**config.mk**
```make
export PLATFORM = sky130hd
export DESIGN_NAME = adc_seq_regs
export DESIGN_NICKNAME = d
export VERILOG_FILES = /design/src/rtl/adc_seq_pkg.sv /design/src/rtl/adc_seq_decode.sv /design/src/rtl/adc_seq_core.sv /design/src/rtl/adc_seq_rdmux.sv /design/src/rtl/adc_seq_regs.sv
export SDC_FILE = /design/constraint.sdc
export NUM_CORES = 1
export LEC_CHECK = 0
export ABC_AREA = 0
export BUFFER_PORTS_ARGS = -buffer_cell sky130_fd_sc_hd__buf_2
export CORE_UTILIZATION = 35
export DETAILED_ROUTE_END_ITERATION = 6
export GPL_TIMING_DRIVEN = 0
export PLACE_DENSITY = 0.57
export SKIP_LAST_GASP = 1
export SYNTH_ARGS = -nofsm -noshare
export SYNTH_HDL_FRONTEND = slang
export SYNTH_SLANG_ARGS = --single-unit
```
**constraint.sdc**
```tcl
create_clock -name clk -period 4.8 [get_ports clk]
set_clock_uncertainty 0.2 [all_clocks]
set_input_delay 0.48 -clock clk [delete_from_list [all_inputs] [get_ports clk]]
set_output_delay 0.48 -clock clk [all_outputs]
set_load 0.1 [all_outputs]
```
**src/rtl/adc_seq_pkg.sv**
```systemverilog
package adc_seq_pkg;

    // Byte offsets of the register words
    localparam int OFS_CTRL = 'h00;
    localparam int OFS_CFG  = 'h04;
    localparam int OFS_DATA = 'h4C;
    localparam int OFS_IEN  = 'h50;
    localparam int OFS_ICLR = 'h54;
    localparam int OFS_ISTS = 'h58;
    localparam int OFS_IRAW = 'h5C;

    // Control word bit positions
    localparam int CTRL_EN_BIT   = 0;
    localparam int CTRL_RUN_BIT  = 1;
    localparam int CTRL_MODE_BIT = 2;
    localparam int CTRL_CNT_LSB  = 4;

    // Channel config field position
    localparam int CFG_SCALE_LSB = 8;

    typedef enum logic [1:0] {
        SEQ_IDLE  = 2'd0,
        SEQ_START = 2'd1,
        SEQ_WAIT  = 2'd2
    } seq_state_e;

    typedef enum logic [2:0] {
        SEL_NONE = 3'd0,
        SEL_CTRL = 3'd1,
        SEL_CFG  = 3'd2,
        SEL_DATA = 3'd3,
        SEL_IEN  = 3'd4,
        SEL_ICLR = 3'd5,
        SEL_ISTS = 3'd6,
        SEL_IRAW = 3'd7
    } reg_sel_e;

endpackage

```
**src/rtl/adc_seq_decode.sv**
```systemverilog
module adc_seq_decode
    import adc_seq_pkg::*;
#(
    parameter int ADDR_W = 8
) (
    input  logic [ADDR_W-1:0] addr,
    output reg_sel_e          sel
);
    localparam int WORD_W = ADDR_W - 2;

    logic [WORD_W-1:0] word;
    logic              unused_lsb;

    assign word       = addr[ADDR_W-1:2];
    assign unused_lsb = ^addr[1:0];

    always_comb begin
        sel = SEL_NONE;
        if (word == WORD_W'(OFS_CTRL / 4)) sel = SEL_CTRL;
        if (word == WORD_W'(OFS_CFG  / 4)) sel = SEL_CFG;
        if (word == WORD_W'(OFS_DATA / 4)) sel = SEL_DATA;
        if (word == WORD_W'(OFS_IEN  / 4)) sel = SEL_IEN;
        if (word == WORD_W'(OFS_ICLR / 4)) sel = SEL_ICLR;
        if (word == WORD_W'(OFS_ISTS / 4)) sel = SEL_ISTS;
        if (word == WORD_W'(OFS_IRAW / 4)) sel = SEL_IRAW;
    end

endmodule

```
**src/rtl/adc_seq_core.sv**
```systemverilog
module adc_seq_core
    import adc_seq_pkg::*;
#(
    parameter int BUS_W   = 32,
    parameter int CH_W    = 5,
    parameter int SCALE_W = 3,
    parameter int CNT_W   = 4,
    parameter int DATA_W  = 12
) (
    input  logic               clk,
    input  logic               rst_n,
    input  logic               wr_en,
    input  reg_sel_e           sel,
    input  logic [BUS_W-1:0]   wdata,
    input  logic               conv_done,
    input  logic [DATA_W-1:0]  conv_data,
    output logic               en,
    output logic               busy,
    output logic               mode12,
    output logic [CNT_W-1:0]   cnt,
    output logic [CH_W-1:0]    chan,
    output logic [SCALE_W-1:0] scale,
    output logic [DATA_W-1:0]  data,
    output logic               ien,
    output logic               raw,
    output logic               sts,
    output logic               conv_start,
    output logic [CH_W-1:0]    conv_chan,
    output logic [SCALE_W-1:0] conv_scale,
    output logic               conv_mode12,
    output logic [CNT_W-1:0]   left
);

    typedef struct packed {
        logic               en;
        logic               mode12;
        logic [CNT_W-1:0]   cnt;
        logic [CH_W-1:0]    chan;
        logic [SCALE_W-1:0] scale;
        logic [DATA_W-1:0]  data;
        logic               ien;
        logic               raw;
        seq_state_e         st;
        logic [CH_W-1:0]    l_chan;
        logic [SCALE_W-1:0] l_scale;
        logic               l_mode;
        logic [CNT_W-1:0]   left;
    } core_s;

    core_s q, d;
    logic  ctrl_wr;
    logic  stop_req;
    logic  run_req;
    logic  unused_wdata;

    assign unused_wdata = ^wdata;

    always_comb begin
        d        = q;
        ctrl_wr  = wr_en && (sel == SEL_CTRL);
        stop_req = ctrl_wr && !wdata[CTRL_EN_BIT];
        run_req  = ctrl_wr && wdata[CTRL_EN_BIT] && wdata[CTRL_RUN_BIT];

        // software-visible fields
        if (ctrl_wr) begin
            d.en     = wdata[CTRL_EN_BIT];
            d.mode12 = wdata[CTRL_MODE_BIT];
            d.cnt    = wdata[CTRL_CNT_LSB +: CNT_W];
        end
        if (wr_en && sel == SEL_CFG) begin
            d.chan  = wdata[0 +: CH_W];
            d.scale = wdata[CFG_SCALE_LSB +: SCALE_W];
        end
        if (wr_en && sel == SEL_IEN) begin
            d.ien = wdata[0];
        end
        if (wr_en && sel == SEL_ICLR && wdata[0]) begin
            d.raw = 1'b0;
        end

        // sequencer; completion set below overrides a same-cycle clear
        if (q.st != SEQ_IDLE && stop_req) begin
            d.st = SEQ_IDLE;
        end else begin
            case (q.st)
                SEQ_IDLE: begin
                    if (run_req) begin
                        d.st      = SEQ_START;
                        d.l_chan  = q.chan;
                        d.l_scale = q.scale;
                        d.l_mode  = wdata[CTRL_MODE_BIT];
                        d.left    = wdata[CTRL_CNT_LSB +: CNT_W];
                    end
                end
                SEQ_START: begin
                    d.st = SEQ_WAIT;
                end
                SEQ_WAIT: begin
                    if (conv_done) begin
                        d.data = conv_data;
                        if (q.left == '0) begin
                            d.st  = SEQ_IDLE;
                            d.raw = 1'b1;
                        end else begin
                            d.left = q.left - 1'b1;
                            d.st   = SEQ_START;
                        end
                    end
                end
                default: begin
                    d.st = SEQ_IDLE;
                end
            endcase
        end
    end

    always_ff @(posedge clk or negedge rst_n) begin
        if (!rst_n) begin
            q <= '0;
        end else begin
            q <= d;
        end
    end

    assign en          = q.en;
    assign busy        = (q.st != SEQ_IDLE);
    assign mode12      = q.mode12;
    assign cnt         = q.cnt;
    assign chan        = q.chan;
    assign scale       = q.scale;
    assign data        = q.data;
    assign ien         = q.ien;
    assign raw         = q.raw;
    assign sts         = q.raw & q.ien;
    assign conv_start  = (q.st == SEQ_START);
    assign conv_chan   = q.l_chan;
    assign conv_scale  = q.l_scale;
    assign conv_mode12 = q.l_mode;
    assign left        = q.left;

endmodule

```
**src/rtl/adc_seq_rdmux.sv**
```systemverilog
module adc_seq_rdmux
    import adc_seq_pkg::*;
#(
    parameter int BUS_W   = 32,
    parameter int CH_W    = 5,
    parameter int SCALE_W = 3,
    parameter int CNT_W   = 4,
    parameter int DATA_W  = 12
) (
    input  logic               bus_sel,
    input  reg_sel_e           sel,
    input  logic               en,
    input  logic               busy,
    input  logic               mode12,
    input  logic [CNT_W-1:0]   cnt,
    input  logic [CH_W-1:0]    chan,
    input  logic [SCALE_W-1:0] scale,
    input  logic [DATA_W-1:0]  data,
    input  logic               ien,
    input  logic               sts,
    input  logic               raw,
    output logic [BUS_W-1:0]   rdata
);

    always_comb begin
        rdata = '0;
        if (bus_sel) begin
            case (sel)
                SEL_CTRL: begin
                    rdata[CTRL_EN_BIT]                = en;
                    rdata[CTRL_RUN_BIT]               = busy;
                    rdata[CTRL_MODE_BIT]              = mode12;
                    rdata[CTRL_CNT_LSB +: CNT_W]      = cnt;
                end
                SEL_CFG: begin
                    rdata[0 +: CH_W]                  = chan;
                    rdata[CFG_SCALE_LSB +: SCALE_W]   = scale;
                end
                SEL_DATA: rdata[0 +: DATA_W] = data;
                SEL_IEN:  rdata[0]           = ien;
                SEL_ISTS: rdata[0]           = sts;
                SEL_IRAW: rdata[0]           = raw;
                default:  rdata              = '0;
            endcase
        end
    end

endmodule

```
**src/rtl/adc_seq_regs.sv**
```systemverilog
module adc_seq_regs
    import adc_seq_pkg::*;
#(
    parameter int ADDR_W  = 8,
    parameter int BUS_W   = 32,
    parameter int CH_W    = 5,
    parameter int SCALE_W = 3,
    parameter int CNT_W   = 4,
    parameter int DATA_W  = 12
) (
    input  logic               clk,
    input  logic               rst_n,
    input  logic               bus_sel,
    input  logic               bus_wr,
    input  logic [ADDR_W-1:0]  bus_addr,
    input  logic [BUS_W-1:0]   bus_wdata,
    output logic [BUS_W-1:0]   bus_rdata,
    output logic               conv_start,
    output logic [CH_W-1:0]    conv_chan,
    output logic [SCALE_W-1:0] conv_scale,
    output logic               conv_mode12,
    input  logic               conv_done,
    input  logic [DATA_W-1:0]  conv_data,
    output logic               irq
);

    reg_sel_e           sel;
    logic               wr_en;
    logic               en;
    logic               busy;
    logic               mode12;
    logic [CNT_W-1:0]   cnt;
    logic [CH_W-1:0]    chan;
    logic [SCALE_W-1:0] scale;
    logic [DATA_W-1:0]  data;
    logic               ien;
    logic               raw;
    logic               sts;
    logic [CNT_W-1:0]   left;

    assign wr_en = bus_sel && bus_wr;
    assign irq   = sts;

    adc_seq_decode #(.ADDR_W(ADDR_W)) u_dec (
        .addr (bus_addr),
        .sel  (sel)
    );

    adc_seq_core #(
        .BUS_W(BUS_W), .CH_W(CH_W), .SCALE_W(SCALE_W), .CNT_W(CNT_W), .DATA_W(DATA_W)
    ) u_core (
        .clk         (clk),
        .rst_n       (rst_n),
        .wr_en       (wr_en),
        .sel         (sel),
        .wdata       (bus_wdata),
        .conv_done   (conv_done),
        .conv_data   (conv_data),
        .en          (en),
        .busy        (busy),
        .mode12      (mode12),
        .cnt         (cnt),
        .chan        (chan),
        .scale       (scale),
        .data        (data),
        .ien         (ien),
        .raw         (raw),
        .sts         (sts),
        .conv_start  (conv_start),
        .conv_chan   (conv_chan),
        .conv_scale  (conv_scale),
        .conv_mode12 (conv_mode12),
        .left        (left)
    );

    adc_seq_rdmux #(
        .BUS_W(BUS_W), .CH_W(CH_W), .SCALE_W(SCALE_W), .CNT_W(CNT_W), .DATA_W(DATA_W)
    ) u_rd (
        .bus_sel (bus_sel),
        .sel     (sel),
        .en      (en),
        .busy    (busy),
        .mode12  (mode12),
        .cnt     (cnt),
        .chan    (chan),
        .scale   (scale),
        .data    (data),
        .ien     (ien),
        .sts     (sts),
        .raw     (raw),
        .rdata   (bus_rdata)
    );

endmodule

```
==> metrics.md, run 1 <==
| Metric | Value |
|---|---|
| Post-Syn Instances | `223` |
| Primary FF master, synth | `dfrtp_1` |
| Critical path, cell by cell | `clkbuf_1 -> nand3_1 -> nor4_1 -> clkbuf_1 -> a32oi_1 -> a311oi_1 -> buf_2` |
| Synthesized area per cell | `10.9 sq um` |
| Number of global-route vias before repair | `1755` |
| FILL cells | `677` |
| Final Hold Viols | `0` |
| Fin area | `0.00300 sq mm` |
| H-Tree Depth | `2` |
| Placed insts | `375` |
| Setup WS post-layout | `1.39 ns` |
| Sink count of the clock tree | `43` |
| Wirelength, routed | `5640 um` |
| Port bufs | `53` |
| Ant diodes | `0` |
| Hold Crit Class | `in2async` |
| DR top layer | `met4` |
| Clock slew at reported path FFs | `0.08 ns` |
| Initial DRC Count | `135` |
| Slowest Stage Delay on Critical Path | `0.49 ns` |
| Clk Latency, worst-skew pair | `0.30 ns` |
| Setup bufs post-CTS | `0` |
| Core Util, Final | `0.444` |
| Power Density | `363 mW/mm^2` |
| Routability cong. | `0.823` |
| Cts hold-fix bufs | `0` |
| Clock root buffer | `clkbuf_8` |
| Status | `finished clean` |
| Final ANT Viol Nets | `0` |
| Layout Nets | `360` |
| All-Layer GR Usage | `0.160` |
| P&R area growth vs syn | `22.9%` |
| RSZ-0062 raised after global routing | `no` |
| Maximum VDD drop | `0.000177 V` |
| Synth Cell Area | `0.00244 sq mm` |
| Register area share after synthesis | `0.441` |
| Sum Neg Setup Slack | `0 ns` |
| Number of vias per cell | `4.87` |
| Warnings from Yosys | `0` |
| Wire per inst | `14.7 um` |
| Tmin final | `3.41 ns` |
| Detailed-route DRC error count | `0` |
| Post-detail-place hpwl | `4160 um` |
| Die width | `85.5 um` |
| Post-place setup slack | `1.40 ns` |
| Synthesized flop and latch total | `43` |
| CP max stage cell | `buf_2` |
| Post_cts resized | `0` |
| DR WL met2 | `2630 um` |
| Req. time, crit path | `4.12 ns` |
| TritonCTS clock tree | `yes` |
| Routed wl met3 | `330 um` |
| Core ar. | `0.00676 sq mm` |
| Slew @ Worst Pin | `1.00 ns` |
| CP most frequent cell | `clkbuf_1` |
| Die H | `85.5 um` |
| Critical path type | `in2out` |
| EDFF count, synth | `0` |
| Worst setup SP type | `primary input` |
| Register Area | `0.00108 sq mm` |
| Yosys cell types | `46` |
| Initial Utilization | `0.361` |
| Vias | `1866` |
| Layout cells sized above 1 | `0.452` |
| CP Capture Type | `output port` |
| Max Clk Rate | `0.294 GHz` |
| Largest net degree at the start of global routing | `44` |
| Most common cell after layout, fill and taps aside | `buf_2` |
| Longest Clk Path Bufs | `2` |
| Crit share post-route | `0.710` |
| Met1 wire length | `2610 um` |
| Num CTS Buffers | `5` |
| Multi-input gate area | `0.00114 sq mm` |
| Row count | `30` |
| I/O Pins | `100` |
| First-pass GRT wire length | `9020 um` |
| Ys async rst share | `1.00` |
| First drt pass iteration count | `4` |
| Hold slack | `0.130 ns` |
| Crit-path max FO | `10` |
| Finish-stage setup viols | `0` |
| Initial antenna violation count | `0` |
| Die footprint | `0.00731 sq mm` |
| Power, Total | `1.09 mW` |
| Max Cap Viol | `0` |
| Post-DP Area | `0.00288 sq mm` |
| Crit path DAT | `2.73 ns` |
| Slew Viols, Final | `0` |
| Most frequent cells in the layout | `buf_2, dfrtp_1, mux2_2, buf_4, conb_1` |
| Relative slew slack | `0.333` |
| Post-route insts no fill | `383` |
| Overflow after GRT | `0` |
| Leak | `1.53 nW` |
power by group:
| group | leakage [nW] | total [mW] | internal [mW] | switching, mW |
|---|---|---|---|---|
| logic | 0.904 | 0.296 | 0.115 | 0.181 |
| registers | 0.559 | 0.491 | 0.442 | 0.0488 |
| clock network | 0.0618 | 0.303 | 0.171 | 0.132 |
| total | 1.53 | 1.09 | 0.728 | 0.361 |
per-layer routing:
layer / track usage / vias to the layer above
met5: 0 / -
li1: - / 917
met4: 0.0455 / 0
met3: 0.0379 / 6
met2: 0.257 / 70
met1: 0.217 / 873
area by class of cell:
| type | count | share of cell area |
|---|---|---|
| Multi-Input combinational cell | 153 | 0.382 |
| Sequential cell | 43 | 0.359 |
| Timing Repair Buffer | 53 | 0.0885 |
| Buffer | 38 | 0.0864 |
| Tap cell | 80 | 0.0334 |
| Clock buffer | 6 | 0.0276 |
| Clock inverter | 2 | 0.0129 |
| Inverter | 8 | 0.0100 |
synth_stat cells (2+ instances only):
cell | number | area, sq um
a31oi_1 | 4 | 25.0
mux2i_1 | 2 | 20.0
a21oi_1 | 3 | 15.0
nor4_1 | 2 | 12.5
a311oi_1 | 3 | 26.3
nand2_1 | 8 | 30.0
buf_2 | 3 | 15.0
and3_1 | 4 | 25.0
clkbuf_1 | 6 | 22.5
buf_4 | 28 | 210
a22oi_1 | 12 | 90.1
nor3_1 | 2 | 10.0
and2_1 | 2 | 12.5
and4_1 | 2 | 17.5
o21ai_0 | 5 | 25.0
inv_1 | 8 | 30.0
nor2_1 | 10 | 37.5
mux2_2 | 38 | 428
nand3_1 | 2 | 10.0
nor2b_1 | 8 | 50.1
dfrtp_1 | 43 | 1080
nand2b_1 | 2 | 12.5
nand4_1 | 3 | 18.8
kinds of logic (layout without fill, tap and decap cells):
family	after synthesis	in the layout	share of synthesized area
and+or+nand+nor	56	56	0.145
buffers and inverters	46	107	0.119
DFF	43	43	0.441
muxes	40	40	0.184
AOI/OAI and AO/OA	36	36	0.105
adders and majority gates	1	1	0.00513
other	1	20	0.00154
sequential cells by signal, indices dropped and copies added (netlist names):
name                cells
u_core.chan             5
u_core.ien              1
u_core.conv_mode12      1
u_core.en               1
u_core.conv_scale       3
u_core.conv_chan        5
u_core.scale            3
u_core.data            12
u_core.mode12           1
u_core.raw              1
u_core.q                2
u_core.left             4
u_core.cnt              4
final timing paths:
check	start	depth (start not counted)	slack, ns	to
max	bus_addr[6]	7	1.39	bus_rdata[0]
min	rst_n	1	0.13	u_core.q[13]$_DFFE_PN0P_
max reg2reg	u_core.q[14]$_DFFE_PN0P_	6	2.20	u_core.data[7]$_DFFE_PN0P_
min reg2reg	u_core.en$_DFFE_PN0N_	2	0.30	u_core.en$_DFFE_PN0N_
max in group asynchronous	rst_n	1	3.64	u_core.conv_chan[0]$_DFFE_PN0P_
min in group clk	bus_wdata[10]	2	0.20	u_core.scale[2]$_DFFE_PN0P_
worst max-delay path, delay by kind of cell:
family / cells / cell delay (ns)
AOI/OAI and AO/OA: 2 / 0.39
buffers and inverters: 3 / 1.26
and+or+nand+nor: 2 / 0.59
No activity file was read; power rests on OpenSTA's default activity.
==> run 2, diff against run 1 <==
==> constraint.sdc (replaced) <==
create_clock -name clk -period 3.4 [get_ports clk]
set_clock_uncertainty 0.2 [all_clocks]
set_input_delay 0.34 -clock clk [delete_from_list [all_inputs] [get_ports clk]]
set_output_delay 0.34 -clock clk [all_outputs]
set_load 0.1 [all_outputs]
==> run 2 against run 1 <==
- the flow now finishes with violations (hold timing)
- clock-buffer cell count is 1 higher
- power is 33% higher
- first-iteration DRC count is 27% lower
- critical path type unchanged
- highest routed layer unchanged
==> metrics.md, run 2 (synthesis results as in run 1) <==
| Metric | Value |
|---|---|
| Longest Clk Path Bufs | `2 (unchanged)` |
| Row count | `30 (unchanged)` |
| Reg2Reg Depth | `6 (unchanged)` |
| Routability cong. | `0.792 (-3.8%)` |
| Layout cells sized above 1 | `0.452 (unchanged)` |
| Hold Crit Class | `in2async` |
| Power, Total | `1.45 mW (+33%)` |
| Final Hold Viols | `5 (+5)` |
| Clock slew at reported path FFs | `0.08 ns (about the same)` |
| Finish-stage setup viols | `0 (unchanged)` |
| Wire per inst | `14.4 um (-2.4%)` |
| Vias | `1879 (+0.70%)` |
| Number of vias per cell | `4.91 (+0.70%)` |
| Sum Neg Setup Slack | `0 ns (unchanged)` |
| Crit path DAT | `2.50 ns (-0.23 ns)` |
| Failing checks | `hold timing` |
| Maximum VDD drop | `0.000294 V (+66%)` |
| Port bufs | `53 (unchanged)` |
| Layout Nets | `360 (unchanged)` |
| Overflow after GRT | `0 (unchanged)` |
| Initial Utilization | `0.361 (unchanged)` |
| Status | `finished, violations left` |
| H-Tree Depth | `2 (unchanged)` |
| Post-place setup slack | `0.346 ns (-1.05 ns)` |
| Post_cts resized | `0 (unchanged)` |
| Worst setup SP type | `primary input` |
| Detailed-route DRC error count | `0 (unchanged)` |
| Cts hold-fix bufs | `0 (unchanged)` |
| Wirelength, routed | `5500 um (-2.4%)` |
| First-pass GRT wire length | `9020 um (unchanged)` |
| Most common cell after layout, fill and taps aside | `buf_2` |
| FILL cells | `695 (+2.7%)` |
| Power Density | `487 mW/mm^2 (+34%)` |
| Post-route insts no fill | `383 (unchanged)` |
| Initial antenna violation count | `0 (unchanged)` |
| First drt pass iteration count | `4 (unchanged)` |
| Clock root buffer | `clkbuf_8` |
| Num CTS Buffers | `5 (unchanged)` |
| Req. time, crit path | `2.86 ns (-1.26 ns)` |
| Final ANT Viol Nets | `0 (unchanged)` |
| Max Cap Viol | `0 (unchanged)` |
| Setup WS post-layout | `0.361 ns (-1.03 ns)` |
| Max Clk Rate | `0.329 GHz` |
| Largest net degree at the start of global routing | `44 (unchanged)` |
| Die H | `85.5 um (unchanged)` |
| Slew Viols, Final | `0 (unchanged)` |
| Largest register FFs | `12 (unchanged)` |
| Placed insts | `375 (unchanged)` |
| Clk Latency, worst-skew pair | `0.29 ns (about the same)` |
| Crit-path max FO | `10 (unchanged)` |
| R2r startpoint | `u_core.q[14]$_DFFE_PN0P_` |
| RSZ-0062 raised after global routing | `no` |
| Tmin final | `3.04 ns` |
| Initial DRC Count | `99 (-27%)` |
| Leak | `1.51 nW (-0.86%)` |
| Critical Path Start | `bus_addr[6]` |
| TritonCTS clock tree | `yes` |
| I/O Pins | `100 (unchanged)` |
| Relative slew slack | `0.351 (+0.0179)` |
| Hold slack | `-0.0104 ns (-0.141 ns)` |
| Core ar. | `0.00676 sq mm (unchanged)` |
| Critical path type | `in2out` |
| Most frequent cells in the layout | `buf_2, dfrtp_1, mux2_2, buf_4, conb_1` |
| Crit share post-route | `0.894` |
| Sink count of the clock tree | `43 (unchanged)` |
| All-Layer GR Usage | `0.159 (-0.00132)` |
| Die width | `85.5 um (unchanged)` |
| Setup bufs post-CTS | `0 (unchanged)` |
| CP Capture Type | `output port` |
| Die footprint | `0.00731 sq mm (unchanged)` |
| Ant diodes | `0 (unchanged)` |
| Slew @ Worst Pin | `0.973 ns (-0.0269 ns)` |
| Post-detail-place hpwl | `4150 um (about the same)` |
| P&R area growth vs syn | `22.1%` |
| Number of global-route vias before repair | `1792 (+2.1%)` |
run 2: cell count changes in the layout (fill, tap and decap cells not counted):
cell	previous run	this run
a311oi_1	3	2
a311oi_2	0	1
bufinv_16	1	0
clkbuf_1	6	7
clkinv_4	0	1
inv_6	1	0
run 2: critical path, stage by stage:
cell and delay (ns):
clkbuf_1 0.30, nand3_1 0.17, nor4_1 0.41, clkbuf_1 0.43, a32oi_1 0.12, a311oi_2 0.24, buf_2 0.47
run 2: final timing paths:
check	to	slack [ns]
worst max-delay path	bus_rdata[0]	0.36
worst min-delay path	u_core.left[3]$_DFFE_PN0P_	-0.01
worst max register to register	u_core.data[6]$_DFFE_PN0P_	0.80
worst min register to register	u_core.en$_DFFE_PN0N_	0.29
max in group asynchronous	u_core.left[1]$_DFFE_PN0P_	2.40
min in group clk	u_core.scale[0]$_DFFE_PN0P_	0.07
run 2: per-layer routing:
metal,track usage,vias up,part of all wire
met5,0,-,0
met4,0.0409,0,0.012
met3,0.0379,7,0.060
met2,0.252,74,0.45
met1,0.220,881,0.48
li1,-,917,-
run 2: where the power goes:
part,switching [mW],internal (mW),total [mW]
sequential,0.0683,0.624,0.692
combinational,0.256,0.161,0.417
clock,0.175,0.167,0.342
run 2: final cells by class:
class                   count  area, sq um  share of cell area
plain buffers              38          259              0.0870
clock buffers               7         86.3              0.0290
clock inverters             1         8.76             0.00294
inverters                   8         30.0              0.0101
multi-input cells         153         1150               0.387
flip-flops and latches     43         1080               0.361
well taps                  80          100              0.0336
repair buffers             53          265              0.0891
run 2: through the flow:
stage,utilization,cell area [sq um],hold slack (ns)
finish,0.441,2980,-0.0104
CTS,0.441,2980,0.0402
floorplan,-,2520,-0.156
global route,0.441,2980,0.0536
detailed placement,0.426,2880,0.279
global placement,0.426,2880,0.268
